### config.mk
export PLATFORM = sky130hd
export DESIGN_NAME = nand_cmd_seq
export DESIGN_NICKNAME = d
export VERILOG_FILES = /design/src/rtl/nand_seq_pkg.sv /design/src/rtl/nand_rb_watch.sv /design/src/rtl/nand_pin_seq.sv /design/src/rtl/nand_ctl_regs.sv /design/src/rtl/nand_cmd_seq.sv
export SDC_FILE = /design/constraint.sdc
export NUM_CORES = 1
export LEC_CHECK = 0
export ABC_AREA = 1
export BUFFER_PORTS_ARGS = -buffer_cell sky130_fd_sc_hd__buf_2
export CAP_MARGIN = 0
export CORE_MARGIN = 1
export CORE_UTILIZATION = 32
export CTS_CLUSTER_DIAMETER = 80
export DETAILED_ROUTE_END_ITERATION = 10
export GPL_ROUTABILITY_DRIVEN = 0
export HOLD_SLACK_MARGIN = 0.05
export RECOVER_POWER = 100
export SLEW_MARGIN = 20
export SYNTH_ARGS = -nofsm -noshare
export SYNTH_HDL_FRONTEND = slang
export SYNTH_HIERARCHICAL = 1
export SYNTH_SLANG_ARGS = --single-unit
### constraint.sdc
create_clock -name clk -period 4.23 [get_ports clk]
set_clock_uncertainty 0.1 [all_clocks]
set_input_delay 0.846 -clock clk [delete_from_list [all_inputs] [get_ports clk]]
set_output_delay 0.846 -clock clk [all_outputs]
set_load 0.005 [all_outputs]
### src/rtl/nand_seq_pkg.sv
package nand_seq_pkg;

  // command word fields (positions are decoded by software, keep them)
  localparam int CW_W      = 27;
  localparam int OP1_LSB   = 2;
  localparam int OP2_LSB   = 10;
  localparam int V2_BIT    = 18;
  localparam int NAD_LSB   = 19;
  localparam int CS_LSB    = 22;
  localparam int DEN_BIT   = 25;
  localparam int WR_BIT    = 26;
  localparam int BUSY_BIT  = 27;
  localparam int MAX_ADDR  = 5;

  // status bits
  localparam int ST_EN     = 0;
  localparam int ST_RISE   = 4;
  localparam int ST_FALL   = 5;
  localparam int ST_BUSY   = 8;
  localparam int ST_WR     = 11;
  localparam int ST_CS_LSB = 12;
  localparam int ST_XFR    = 16;
  localparam int ST_DONE   = 17;
  localparam int ST_EDGE   = 24;
  localparam int CFG_EDGE  = 12;

  localparam logic [31:0] EVT_BITS = (32'd1 << ST_RISE) | (32'd1 << ST_FALL) |
                                     (32'd1 << ST_XFR)  | (32'd1 << ST_DONE) |
                                     (32'd1 << ST_EDGE);

  typedef enum logic [2:0] {
    RA_CFG   = 3'd0,
    RA_CTRL  = 3'd1,
    RA_STAT  = 3'd2,
    RA_IEN   = 3'd3,
    RA_IDIS  = 3'd4,
    RA_IMASK = 3'd5,
    RA_CYC0  = 3'd6
  } reg_sel_e;

  typedef enum logic [1:0] {
    PH_IDLE = 2'd0,
    PH_LOW  = 2'd1,
    PH_HIGH = 2'd2
  } phase_e;

  typedef struct packed {
    logic       wr;
    logic       den;
    logic [2:0] cs;
    logic [2:0] nad;
    logic       v2;
    logic [7:0] op2;
    logic [7:0] op1;
  } cmd_t;

  function automatic cmd_t unpack_cmd(input logic [CW_W-1:0] w);
    cmd_t c;
    c.op1 = w[OP1_LSB +: 8];
    c.op2 = w[OP2_LSB +: 8];
    c.v2  = w[V2_BIT];
    c.nad = (w[NAD_LSB +: 3] > 3'(MAX_ADDR)) ? 3'(MAX_ADDR) : w[NAD_LSB +: 3];
    c.cs  = w[CS_LSB +: 3];
    c.den = w[DEN_BIT];
    c.wr  = w[WR_BIT];
    return c;
  endfunction

endpackage

### src/rtl/nand_rb_watch.sv
module nand_rb_watch #(
  parameter int SYNC_STAGES = 2
) (
  input  logic clk,
  input  logic rst_n,
  input  logic rb_n_i,
  output logic rise_o,
  output logic fall_o
);
  localparam int LEN = SYNC_STAGES + 1;

  logic [LEN-1:0] sh_q;
  logic [LEN-1:0] sh_n;

  assign sh_n = {sh_q[LEN-2:0], rb_n_i};

  always_ff @(posedge clk or negedge rst_n) begin
    if (!rst_n) sh_q <= '1;
    else        sh_q <= sh_n;
  end

  assign rise_o =  sh_q[LEN-2] & ~sh_q[LEN-1];
  assign fall_o = ~sh_q[LEN-2] &  sh_q[LEN-1];

  // an edge event is a single-cycle pulse
  assert_rise_pulse_R9: assert property (@(posedge clk) disable iff (!rst_n)
    rise_o |=> !rise_o);
  assert_fall_pulse_R9: assert property (@(posedge clk) disable iff (!rst_n)
    fall_o |=> !fall_o);

endmodule

### src/rtl/nand_pin_seq.sv
module nand_pin_seq
  import nand_seq_pkg::*;
#(
  parameter int PULSE_CLKS = 2,
  parameter int GAP_CLKS   = 2,
  parameter int NCS        = 8
) (
  input  logic            clk,
  input  logic            rst_n,
  input  logic            go_i,
  input  cmd_t            cmd_i,
  input  logic [31:0]     abyte_i,
  input  logic [7:0]      cyc0_i,
  output logic            busy_o,
  output logic            done_o,
  output logic            den_o,
  output logic            wr_o,
  output logic [2:0]      cs_o,
  output logic            we_n_o,
  output logic            cle_o,
  output logic            ale_o,
  output logic [NCS-1:0]  ce_n_o,
  output logic [7:0]      io_o
);
  localparam int CNT_MAX = (PULSE_CLKS > GAP_CLKS) ? PULSE_CLKS : GAP_CLKS;
  localparam int CNTW    = $clog2(CNT_MAX + 1);
  localparam int ABW     = 8 * MAX_ADDR;
  localparam logic [CNTW-1:0] LOW_END  = CNTW'(PULSE_CLKS - 1);
  localparam logic [CNTW-1:0] HIGH_END = CNTW'(GAP_CLKS - 1);

  phase_e          ph_q, ph_n;
  logic [2:0]      step_q, step_n;
  logic [2:0]      last_q, last_n;
  logic [CNTW-1:0] cnt_q, cnt_n;
  cmd_t            cmd_q, cmd_n;
  logic [ABW-1:0]  ab_q, ab_n;
  logic            load;
  logic            fin;

  logic            sel_cle, sel_ale;
  logic [7:0]      sel_byte;
  logic            act_n;

  logic            done_q;
  logic            we_n_q, cle_q, ale_q;
  logic [NCS-1:0]  ce_n_q;
  logic [7:0]      io_q;

  // next-state logic
  always_comb begin
    ph_n   = ph_q;
    step_n = step_q;
    last_n = last_q;
    cnt_n  = cnt_q;
    cmd_n  = cmd_q;
    ab_n   = ab_q;
    load   = 1'b0;
    fin    = 1'b0;
    unique case (ph_q)
      PH_IDLE: begin
        if (go_i) begin
          load   = 1'b1;
          ph_n   = PH_LOW;
          step_n = '0;
          cnt_n  = '0;
          cmd_n  = cmd_i;
          last_n = cmd_i.nad + {2'b00, cmd_i.v2};
          if (cmd_i.nad == 3'(MAX_ADDR)) ab_n = {abyte_i, cyc0_i};
          else                           ab_n = {8'h00, abyte_i};
        end
      end
      PH_LOW: begin
        if (cnt_q == LOW_END) begin
          ph_n  = PH_HIGH;
          cnt_n = '0;
        end else begin
          cnt_n = cnt_q + 1'b1;
        end
      end
      PH_HIGH: begin
        if (cnt_q == HIGH_END) begin
          cnt_n = '0;
          if (step_q == last_q) begin
            ph_n = PH_IDLE;
            fin  = 1'b1;
          end else begin
            step_n = step_q + 1'b1;
            ph_n   = PH_LOW;
          end
        end else begin
          cnt_n = cnt_q + 1'b1;
        end
      end
      default: ph_n = PH_IDLE;
    endcase
  end

  // pin decode of the next step
  always_comb begin
    sel_byte = cmd_n.op1;
    sel_cle  = 1'b1;
    sel_ale  = 1'b0;
    if (step_n != 3'd0) begin
      if (step_n <= cmd_n.nad) begin
        sel_byte = ab_n[{step_n - 3'd1, 3'b000} +: 8];
        sel_cle  = 1'b0;
        sel_ale  = 1'b1;
      end else begin
        sel_byte = cmd_n.op2;
      end
    end
  end

  assign act_n = (ph_n != PH_IDLE);

  // state registers
  always_ff @(posedge clk or negedge rst_n) begin
    if (!rst_n) begin
      ph_q   <= PH_IDLE;
      step_q <= '0;
      cnt_q  <= '0;
      done_q <= 1'b0;
    end else begin
      ph_q   <= ph_n;
      step_q <= step_n;
      cnt_q  <= cnt_n;
      done_q <= fin;
    end
  end

  // latched command, loaded only when a new sequence starts
  always_ff @(posedge clk or negedge rst_n) begin
    if (!rst_n) begin
      cmd_q  <= '0;
      ab_q   <= '0;
      last_q <= '0;
    end else if (load) begin
      cmd_q  <= cmd_n;
      ab_q   <= ab_n;
      last_q <= last_n;
    end
  end

  // registered pins
  always_ff @(posedge clk or negedge rst_n) begin
    if (!rst_n) begin
      we_n_q <= 1'b1;
      cle_q  <= 1'b0;
      ale_q  <= 1'b0;
      ce_n_q <= '1;
      io_q   <= '0;
    end else begin
      we_n_q <= (ph_n != PH_LOW);
      cle_q  <= act_n & sel_cle;
      ale_q  <= act_n & sel_ale;
      ce_n_q <= act_n ? ~(NCS'(1) << cmd_n.cs) : '1;
      io_q   <= act_n ? sel_byte : 8'h00;
    end
  end

  assign busy_o = (ph_q != PH_IDLE);
  assign done_o = done_q;
  assign den_o  = cmd_q.den;
  assign wr_o   = cmd_q.wr;
  assign cs_o   = cmd_q.cs;
  assign we_n_o = we_n_q;
  assign cle_o  = cle_q;
  assign ale_o  = ale_q;
  assign ce_n_o = ce_n_q;
  assign io_o   = io_q;

  assert_cle_ale_excl_R4: assert property (@(posedge clk) disable iff (!rst_n)
    !(cle_q && ale_q));
  assert_bus_hold_rise_R4: assert property (@(posedge clk) disable iff (!rst_n)
    $rose(we_n_q) |-> ($stable(io_q) && $stable(cle_q) && $stable(ale_q)));
  assert_one_ce_R5: assert property (@(posedge clk) disable iff (!rst_n)
    busy_o |-> ($countones(~ce_n_q) == 1));
  assert_ce_idle_R5: assert property (@(posedge clk) disable iff (!rst_n)
    (!busy_o && !$past(busy_o)) |-> (ce_n_q == '1));
  assert_cmd_frozen_R6: assert property (@(posedge clk) disable iff (!rst_n)
    busy_o |=> ($stable(cmd_q) && $stable(ab_q)));

endmodule

### src/rtl/nand_ctl_regs.sv
module nand_ctl_regs
  import nand_seq_pkg::*;
(
  input  logic        clk,
  input  logic        rst_n,
  input  logic        reg_wr,
  input  logic        reg_rd,
  input  logic [2:0]  reg_addr,
  input  logic [31:0] reg_wdata,
  input  logic        busy_i,
  input  logic        wr_i,
  input  logic [2:0]  cs_i,
  input  logic        done_i,
  input  logic        den_i,
  input  logic        rise_i,
  input  logic        fall_i,
  output logic        en_o,
  output logic [7:0]  cyc0_o,
  output logic [31:0] rdata_o,
  output logic        irq_o
);
  logic        en_q, en_n;
  logic        edge_q, edge_n;
  logic [7:0]  cyc0_q, cyc0_n;
  logic [31:0] mask_q, mask_n;
  logic [31:0] evt_q, evt_n;
  logic [31:0] set_v;
  logic        rd_clr;
  logic        sel_edge;
  logic [31:0] stat_v;

  assign sel_edge = edge_q ? fall_i : rise_i;
  assign rd_clr   = reg_rd && (reg_addr == RA_STAT);

  always_comb begin
    set_v = '0;
    set_v[ST_RISE] = rise_i;
    set_v[ST_FALL] = fall_i;
    set_v[ST_DONE] = done_i;
    set_v[ST_XFR]  = done_i & den_i;
    set_v[ST_EDGE] = sel_edge;
  end

  always_comb begin
    en_n   = en_q;
    edge_n = edge_q;
    cyc0_n = cyc0_q;
    mask_n = mask_q;
    evt_n  = rd_clr ? set_v : (evt_q | set_v);
    if (reg_wr) begin
      unique case (reg_addr)
        RA_CFG:  edge_n = reg_wdata[CFG_EDGE];
        RA_CTRL: begin
          if (reg_wdata[1])      en_n = 1'b0;
          else if (reg_wdata[0]) en_n = 1'b1;
        end
        RA_IEN:  mask_n = mask_q | (reg_wdata & EVT_BITS);
        RA_IDIS: mask_n = mask_q & ~reg_wdata;
        RA_CYC0: cyc0_n = reg_wdata[7:0];
        default: ;
      endcase
    end
  end

  always_ff @(posedge clk or negedge rst_n) begin
    if (!rst_n) begin
      en_q   <= 1'b0;
      edge_q <= 1'b0;
      cyc0_q <= '0;
      mask_q <= '0;
      evt_q  <= '0;
    end else begin
      en_q   <= en_n;
      edge_q <= edge_n;
      cyc0_q <= cyc0_n;
      mask_q <= mask_n;
      evt_q  <= evt_n;
    end
  end

  always_comb begin
    stat_v = evt_q;
    stat_v[ST_EN]   = en_q;
    stat_v[ST_BUSY] = busy_i;
    stat_v[ST_WR]   = wr_i;
    stat_v[ST_CS_LSB +: 3] = cs_i;
  end

  always_comb begin
    rdata_o = '0;
    unique case (reg_addr)
      RA_CFG:   rdata_o[CFG_EDGE] = edge_q;
      RA_STAT:  rdata_o = stat_v;
      RA_IMASK: rdata_o = mask_q;
      RA_CYC0:  rdata_o = {24'h0, cyc0_q};
      default:  rdata_o = '0;
    endcase
  end

  assign en_o   = en_q;
  assign cyc0_o = cyc0_q;
  assign irq_o  = |(evt_q & mask_q);

  assert_done_sets_R8: assert property (@(posedge clk) disable iff (!rst_n)
    done_i |=> evt_q[ST_DONE]);
  assert_read_clears_R10: assert property (@(posedge clk) disable iff (!rst_n)
    (rd_clr && (set_v == '0)) |=> (evt_q == '0));
  assert_no_mask_no_irq_R11: assert property (@(posedge clk) disable iff (!rst_n)
    (mask_q == '0) |-> !irq_o);

endmodule

### src/rtl/nand_cmd_seq.sv
module nand_cmd_seq
  import nand_seq_pkg::*;
#(
  parameter int PULSE_CLKS  = 2,
  parameter int GAP_CLKS    = 2,
  parameter int NCS         = 8,
  parameter int SYNC_STAGES = 2
) (
  input  logic            clk,
  input  logic            rst_n,
  input  logic            reg_wr,
  input  logic            reg_rd,
  input  logic [2:0]      reg_addr,
  input  logic [31:0]     reg_wdata,
  output logic [31:0]     reg_rdata,
  input  logic            cmd_wr,
  input  logic [26:2]     cmd_ofs,
  input  logic [31:0]     cmd_wdata,
  output logic [31:0]     cmd_rdata,
  output logic            irq,
  output logic            nand_cle,
  output logic            nand_ale,
  output logic            nand_we_n,
  output logic [NCS-1:0]  nand_ce_n,
  output logic [7:0]      nand_io,
  input  logic            nand_rb_n
);
  logic [1:0] rs_q;
  logic       rst_q_n;
  logic       en, busy, done, den, wr, rise, fall, go;
  logic [2:0] cs;
  logic [7:0] cyc0;
  cmd_t       cmd;

  // reset: asynchronous assertion, synchronous release
  always_ff @(posedge clk or negedge rst_n) begin
    if (!rst_n) rs_q <= 2'b00;
    else        rs_q <= {rs_q[0], 1'b1};
  end
  assign rst_q_n = rs_q[1];

  assign cmd = unpack_cmd({cmd_ofs, 2'b00});
  assign go  = cmd_wr & en & ~busy;

  nand_rb_watch #(.SYNC_STAGES(SYNC_STAGES)) i_rb (
    .clk    (clk),
    .rst_n  (rst_q_n),
    .rb_n_i (nand_rb_n),
    .rise_o (rise),
    .fall_o (fall)
  );

  nand_pin_seq #(.PULSE_CLKS(PULSE_CLKS), .GAP_CLKS(GAP_CLKS), .NCS(NCS)) i_seq (
    .clk     (clk),
    .rst_n   (rst_q_n),
    .go_i    (go),
    .cmd_i   (cmd),
    .abyte_i (cmd_wdata),
    .cyc0_i  (cyc0),
    .busy_o  (busy),
    .done_o  (done),
    .den_o   (den),
    .wr_o    (wr),
    .cs_o    (cs),
    .we_n_o  (nand_we_n),
    .cle_o   (nand_cle),
    .ale_o   (nand_ale),
    .ce_n_o  (nand_ce_n),
    .io_o    (nand_io)
  );

  nand_ctl_regs i_regs (
    .clk       (clk),
    .rst_n     (rst_q_n),
    .reg_wr    (reg_wr),
    .reg_rd    (reg_rd),
    .reg_addr  (reg_addr),
    .reg_wdata (reg_wdata),
    .busy_i    (busy),
    .wr_i      (wr),
    .cs_i      (cs),
    .done_i    (done),
    .den_i     (den),
    .rise_i    (rise),
    .fall_i    (fall),
    .en_o      (en),
    .cyc0_o    (cyc0),
    .rdata_o   (reg_rdata),
    .irq_o     (irq)
  );

  always_comb begin
    cmd_rdata = '0;
    cmd_rdata[BUSY_BIT] = busy;
  end

  assert_ignore_disabled_R7: assert property (@(posedge clk) disable iff (!rst_q_n)
    (cmd_wr && !en && !busy) |=> !busy);
  assert_issue_starts_R1: assert property (@(posedge clk) disable iff (!rst_q_n)
    (cmd_wr && en && !busy) |=> busy);

endmodule

* After elaboration in Yosys (flattened, before gate mapping)
Index checks and enable logic that the tools add are counted.
Operators by class: add/sub/neg operators 4, magnitude comparators 2, equality and inequality tests 13, shift operators 2, mux-type cells 39, bitwise gates (word level) 16, reduce and logical (&&, ||, !) cells 17
Operators with widths (number):
- 40-bit 2-to-1 mux | 3
- 32-bit bitwise AND | 2
- 32-bit by 25-bit bitwise OR with 32-bit output | 2
- 32-bit one-hot mux with 2 select lines | 1
- 23-bit 2-to-1 mux | 2
- 40-bit by 7-bit indexed part select with 8-bit output | 1
- 19-bit one-hot mux with 2 select lines | 1
- 12-bit one-hot mux with 3 select lines | 1
- 32-bit 2-to-1 mux | 1
- 8-bit 2-to-1 mux | 4
- 32-bit inverter | 1
- 32-bit OR reduction | 1
- 1-bit 2-to-1 mux | 13
- 3-bit == test, second input constant | 4
- 3-bit 2-to-1 mux | 4
- 2-bit 2-to-1 mux | 5
- 2-bit nonzero test | 5
- 8-bit inverter | 1
- 2-bit AND reduction | 4
- 1-bit by 3-bit << shifter with 8-bit output, first input constant | 1
- 1-bit bitwise AND | 7
- 3-bit by 2-bit == test with 1-bit output, second input constant | 2
- 2-bit one-hot mux with 3 select lines | 1
- 3-bit one-hot mux with 2 select lines | 1
- 21 further kinds | 25
Word-level totals: bits in registers 174, input bits 98, output and inout port bits 84, word-level logic and storage cells 118

* Logic depth before layout (Yosys ltp)
word-level depth 10, gate-level depth with buffers 21

* Cells and area by module
The synthesis kept the hierarchy.
By module, submodules not included:
- nand_pin_seq | instances 1, cells each 617, area each 4963.5 µm², seq. area each 2363.5 µm²
- nand_ctl_regs | instances 1, cells each 249, area each 2209.6 µm², seq. area each 1176.1 µm²
- nand_cmd_seq | instances 1, cells each 44, area each 327.8 µm², seq. area each 50.0 µm²
- nand_rb_watch | instances 1, cells each 7, area each 93.8 µm², seq. area each 78.8 µm²

* Least setup slack after synthesis
OpenSTA, ideal clock, no wires.
kind in2reg, start input port cmd_wr, end register i_seq.io_q[5] (netlist: i_seq/io_o[5]), library setup time 0.073 ns, arrival time 2.957 ns, data required time 4.057 ns, path slack 1.100 ns, stages on the path 18, buffers on the path 4, path through nand2_1 > nor2_1 > nand2_2 > inv_2 > buf_6 > buf_2 > buf_2 > nand2_1 > nand2_1 > inv_1 > ha_1 > nand2_1 > o21ai_0 > nand2_1 > clkbuf_4 > o21ai_0 > inv_1 > a21oi_2
On the way: word-level cells in the longest chain between the ends 9, elaborated cells on any way between the ends 18
Ends and longest elaborated chain:
- start: declaration | line nand_cmd_seq.sv:16 | input logic cmd_wr,
- 1-bit bitwise AND (*) (2 in a row) | line nand_cmd_seq.sv:43 | assign go = cmd_wr & en & ~busy;
- via go | line nand_cmd_seq.sv:30 | logic en, busy, done, den, wr, rise, fall, go;
- 3-bit 2-to-1 mux | line nand_pin_seq.sv:61 | if (go_i) begin
- 3-bit one-hot mux with 2 select lines | line nand_pin_seq.sv:59 | unique case (ph_q)
- 3-bit by 1-bit subtractor with 3-bit output | line nand_pin_seq.sv:105 | sel_byte = ab_n[{step_n - 3'd1, 3'b000} +: 8];
- 40-bit by 7-bit indexed part select with 8-bit output | line nand_pin_seq.sv:105
- 8-bit 2-to-1 mux | line nand_pin_seq.sv:104 | if (step_n <= cmd_n.nad) begin
- 8-bit 2-to-1 mux | line nand_pin_seq.sv:103 | if (step_n != 3'd0) begin
- 8-bit 2-to-1 mux (*) | line nand_pin_seq.sv:157 | io_q <= act_n ? sel_byte : 8'h00;
- end signal: assignment | line nand_pin_seq.sv:157
- end: declaration | line nand_pin_seq.sv:47 | logic [7:0] io_q;
Mark *: on every way through the listed nets, which the timed path passes. The rest lies on a longest branch. A chain may end at the register's enable or synchronous reset.

* Final worst setup path
start input port reg_addr[1], end output port reg_rdata[13]
On the way: word-level cells in the longest chain between the ends 2, elaborated cells on any way between the ends 3
Ends and longest elaborated chain:
- start: declaration | line nand_cmd_seq.sv:13 | input logic [2:0] reg_addr,
- 3-bit == test or 3-bit by 2-bit == test with 1-bit output (tied branches) | line nand_ctl_regs.sv:91 | unique case (reg_addr)
- 19-bit one-hot mux with 2 select lines (*) | line nand_ctl_regs.sv:91
- end: declaration | line nand_cmd_seq.sv:15 | output logic [31:0] reg_rdata,
Mark *: on every way between the ends. The rest lies on a longest branch, timed or not.

==> flow_summary_export.csv <==
group,metric,value,unit
yosys,synth_sequential_area_ratio,48.30,%
cts,cts.hold.buffers_added,0,
setup_path,criticalPathCategory,"input port to primary output",
yosys,ys.warnings.count,6,
yosys,syn-mean-instance-area,8.282,um2
global_routing,grt_max_degree,70,
routing,postRouteWirelength,19.22,mm
sta,final_count_of_negative_setup_slack_endpoints,0,
yosys,netlist-cell-type-count,46,
cts,clk_pin_slew_worst_paths,0.06,ns
yosys,synth_area,0.007595,mm2
yosys,synth_enable_flop_cells,0,
die,io-pin-count,182,
setup_path,timing.critical_path.from,"reg_addr[1]",
routing,wire_per_inst,13.83,um
yosys,synthDominantAreaCellType,"sky130_fd_sc_hd__dfrtp_1",
setup_path,r2r_setup_slk,0.73,ns
setup_path,cp-start-kind,"input port",
cts,buffers_inserted_during_post_cts_setup_optimization,0,
power,p_leak,0.004480,uW
die,std_cell_rows,56,
die,initial_cell_density_of_the_core,32.45,%
power,report.power.total,5790,uW
global_routing,global_route_wire_length_before_repair,31.06,mm
setup_path,cpPeakStageDelay,0.64,ns
sta,post-route-period-util,83.57,%
finish,post-route-util,37.80,%
placement,dp_hpwl,13.95,mm
cts,cts_htree_levels,4,
cts,clk_root_buffer_cell,"sky130_fd_sc_hd__clkbuf_16",
setup_path,regToRegEndpoint,"i_seq/io_o[1]",
placement,preCtsSetupSlack,0.6805,ns
sta,worst-slew-pin-transition,2.546,ns
yosys,fraction_of_synthesis_flops_using_an_asynchronous_set_or_reset_pin,100.0,%
die,floorplan.die.height,156.1,um
cts,clock_sink_count,146,
setup_path,beginning_of_the_worst_register_to_register_path,"i_seq/ph_q[1]",
die,design.core.area,0.02340,mm2
yosys,top_flip_flop_cell_by_instance_count_after_synthesis,"sky130_fd_sc_hd__dfrtp_1",
run_status,run_status,"finished, violations left",
yosys,synth_seq_cells,146,
routing,detail_route.drc_violations,0,
finish,post_route_cells_drive_above_1_share,18.01,%
routing,drt_first_pass_iters,4,
run_status,violations,"capacitance limit, slew limit",
routing,dr_total_vias,6216,
setup_path,ff2ff_path_depth,14,
die,fp.dieArea,0.02435,mm2
sta,worst_slew_margin_rel,-69.71,%
routing,detail_route.vias_per_cell,4.472,
setup_path,critical_path.max_fanout,17,
yosys,ys_top_cells_by_count,"199 x sky130_fd_sc_hd__nand2_1, 139 x sky130_fd_sc_hd__inv_1, 134 x sky130_fd_sc_hd__dfrtp_1",
cts,cts_tree,"yes",
yosys,synth.most_common_cell,"sky130_fd_sc_hd__nand2_1",
routing,remaining_antenna_violation_count,0,
sta,grt_setup_unrepaired,"no",
routing,first_iter_violations,388,
global_routing,number_of_global_route_vias_before_repair,5963,
sta,min_period,3.535,ns
cts,worst_skew_pair.late_latency,0.42,ns
setup_path,critical_path_endpoint,"reg_rdata[13]",
yosys,synth_top_area_share,44.15,%
sta,final.hold.worst_slack,0.09280,ns
sta,clock.fmax,282.9,MHz
yosys,synth.top_cells.by_area,"sky130_fd_sc_hd__dfrtp_1 44%, sky130_fd_sc_hd__nand2_1 9.8%, sky130_fd_sc_hd__inv_1 6.9%, sky130_fd_sc_hd__nand3_1 5.2%, sky130_fd_sc_hd__dfstp_2 4.2%",
power,power-per-cell-area,654.4,mW/mm2
setup_path,cp_data_arrival_time,2.59,ns
global_routing,globalRouteTotalUtil,16.51,%
global_routing,grt_remaining_overflow,0,
cts,cts-buffers-inserted,17,
finish,area_growth,16.49,%
cts,ctsResizeCount,0,
sta,hold_viol,0,
setup_path,critical_path.most_common_cell,"sky130_fd_sc_hd__clkbuf_1",
setup_path,setup.worst_path.end_class,"primary output",
sta,worst_slack,0.6948,ns
sta,drv_slew,87,
finish,design.final.nets,1163,
setup_path,crit_slowest_cell,"sky130_fd_sc_hd__clkbuf_1",
job,maxCapViolCount,2,
min_path,min_path_type,"input port to async pin",
cts,ctsLongestPathBuffers,2,
setup_path,timing.critical_path.required,3.28,ns
die,die_width,156.1,um
yosys,synthCells,917,
sta,tns_setup,0,ns
setup_path,crit_path_cell_trace,"clkbuf_1 > inv_1 > nand3_1 > clkbuf_1 > o21ai_0 > clkbuf_1",
power,irDropWorstVdd,0.0003526,V
global_routing,grt_antenna_before_repair,5,
placement,buffer_ports.inserted,150,
-- cell type report --
cell class,count,area [um2]
fillers,2470,14560
flip-flops and latches,146,3669
multi-input cells,582,2888
clock buffers,19,432.9
repair buffers,157,758.2
inverters,149,560.5
clock inverters,13,127.6
well taps,319,399.1
diodes,5,12.51
-- logic make-up after synthesis --
| logic type | Yosys count | share of synthesized area, % |
|---|---|---|
| buffers and inverters | 219 | 14.04 |
| muxes | 1 | 0.1318 |
| other | 2 | 0.09888 |
| xor gates and xnor gates | 2 | 0.2307 |
| DFF | 146 | 48.30 |
| adders and majority gates | 12 | 1.977 |
| and+or+nand+nor | 376 | 22.64 |
| AOI/OAI and AO/OA | 159 | 12.59 |
-- layout by cell type, fill, tap and decap left out, types with 8 or more instances in the layout --
cell type                   instances
sky130_fd_sc_hd__conb_1            32
sky130_fd_sc_hd__clkbuf_2          10
sky130_fd_sc_hd__dfstp_2           11
sky130_fd_sc_hd__ha_1              12
sky130_fd_sc_hd__a31o_1             9
sky130_fd_sc_hd__nand4_1           10
sky130_fd_sc_hd__nor2_1            51
sky130_fd_sc_hd__nand2_1          199
sky130_fd_sc_hd__a21oi_1           45
sky130_fd_sc_hd__o21a_1             8
sky130_fd_sc_hd__clkbuf_16         17
sky130_fd_sc_hd__o21ai_0           69
sky130_fd_sc_hd__dfrtp_1          134
sky130_fd_sc_hd__nand3_1           80
sky130_fd_sc_hd__and2_0             8
sky130_fd_sc_hd__buf_2            103
sky130_fd_sc_hd__inv_1            139
sky130_fd_sc_hd__clkbuf_1          40
sky130_fd_sc_hd__o211ai_1           8
sky130_fd_sc_hd__inv_2              8
-- registers in the layout, summed over array words and instances, names as in the netlist, 2 cells and up --
register,cells
rs_q,2
i_seq/ph_q,2
i_seq/ce_n_o,8
i_seq/cmd_q,19
i_rb/sh_q,3
i_regs/cyc0_o,8
i_seq/last_q,3
i_regs/mask_q,32
i_seq/ab_q,40
i_seq/io_o,8
i_seq/cs_o,3
i_regs/evt_q,5
i_seq/step_q,3
i_seq/cnt_q,2
-- critical path, delay by kind of cell --
family	cells	cell delay (ns)
compound gates	1	0.17
buf+inv	4	1.17
simple gates	1	0.40
-- power by group --
| part | leakage, uW | internal [uW] | switching (uW) | total, uW |
|---|---|---|---|---|
| Sequential | 0.00179 | 1870 | 179 | 2050 |
| Combinational | 0.00243 | 777 | 1510 | 2290 |
| Clock | 0.000259 | 819 | 627 | 1450 |
| Total | 0.00448 | 3470 | 2320 | 5790 |
-- routing by layer --
| layer | part of all wire, % | track usage [%] |
|---|---|---|
| met5 | 0 | 0 |
| met4 | 1.7 | 6.769 |
| met3 | 4.1 | 3.611 |
| met2 | 49 | 26.72 |
| met1 | 45 | 21.31 |
-- per-stage QoR --
stage / instance area (um2) / cells
after floorplan: 7709 / 947
after global placement: 8421 / 1353
after detailed placement: 8421 / 1353
after CTS: 8981 / 1385
after global routing: 8840 / 1387
final: 8847 / 1390
-- how the worst min path moves through the flow --
stage	slack, ns	start	end	cells after the start
after CTS	0.08	rst_n	rs_q[1]	1
after detailed placement	0.24	rs_q[0]	rs_q[1]	0
after global placement	0.23	rs_q[0]	rs_q[1]	0
final	0.09	rst_n	rs_q[0]	1
after floorplan	0.23	rs_q[0]	rs_q[1]	0
after global routing	0.09	rst_n	rs_q[0]	1
No activity file was read; power rests on OpenSTA's default activity.
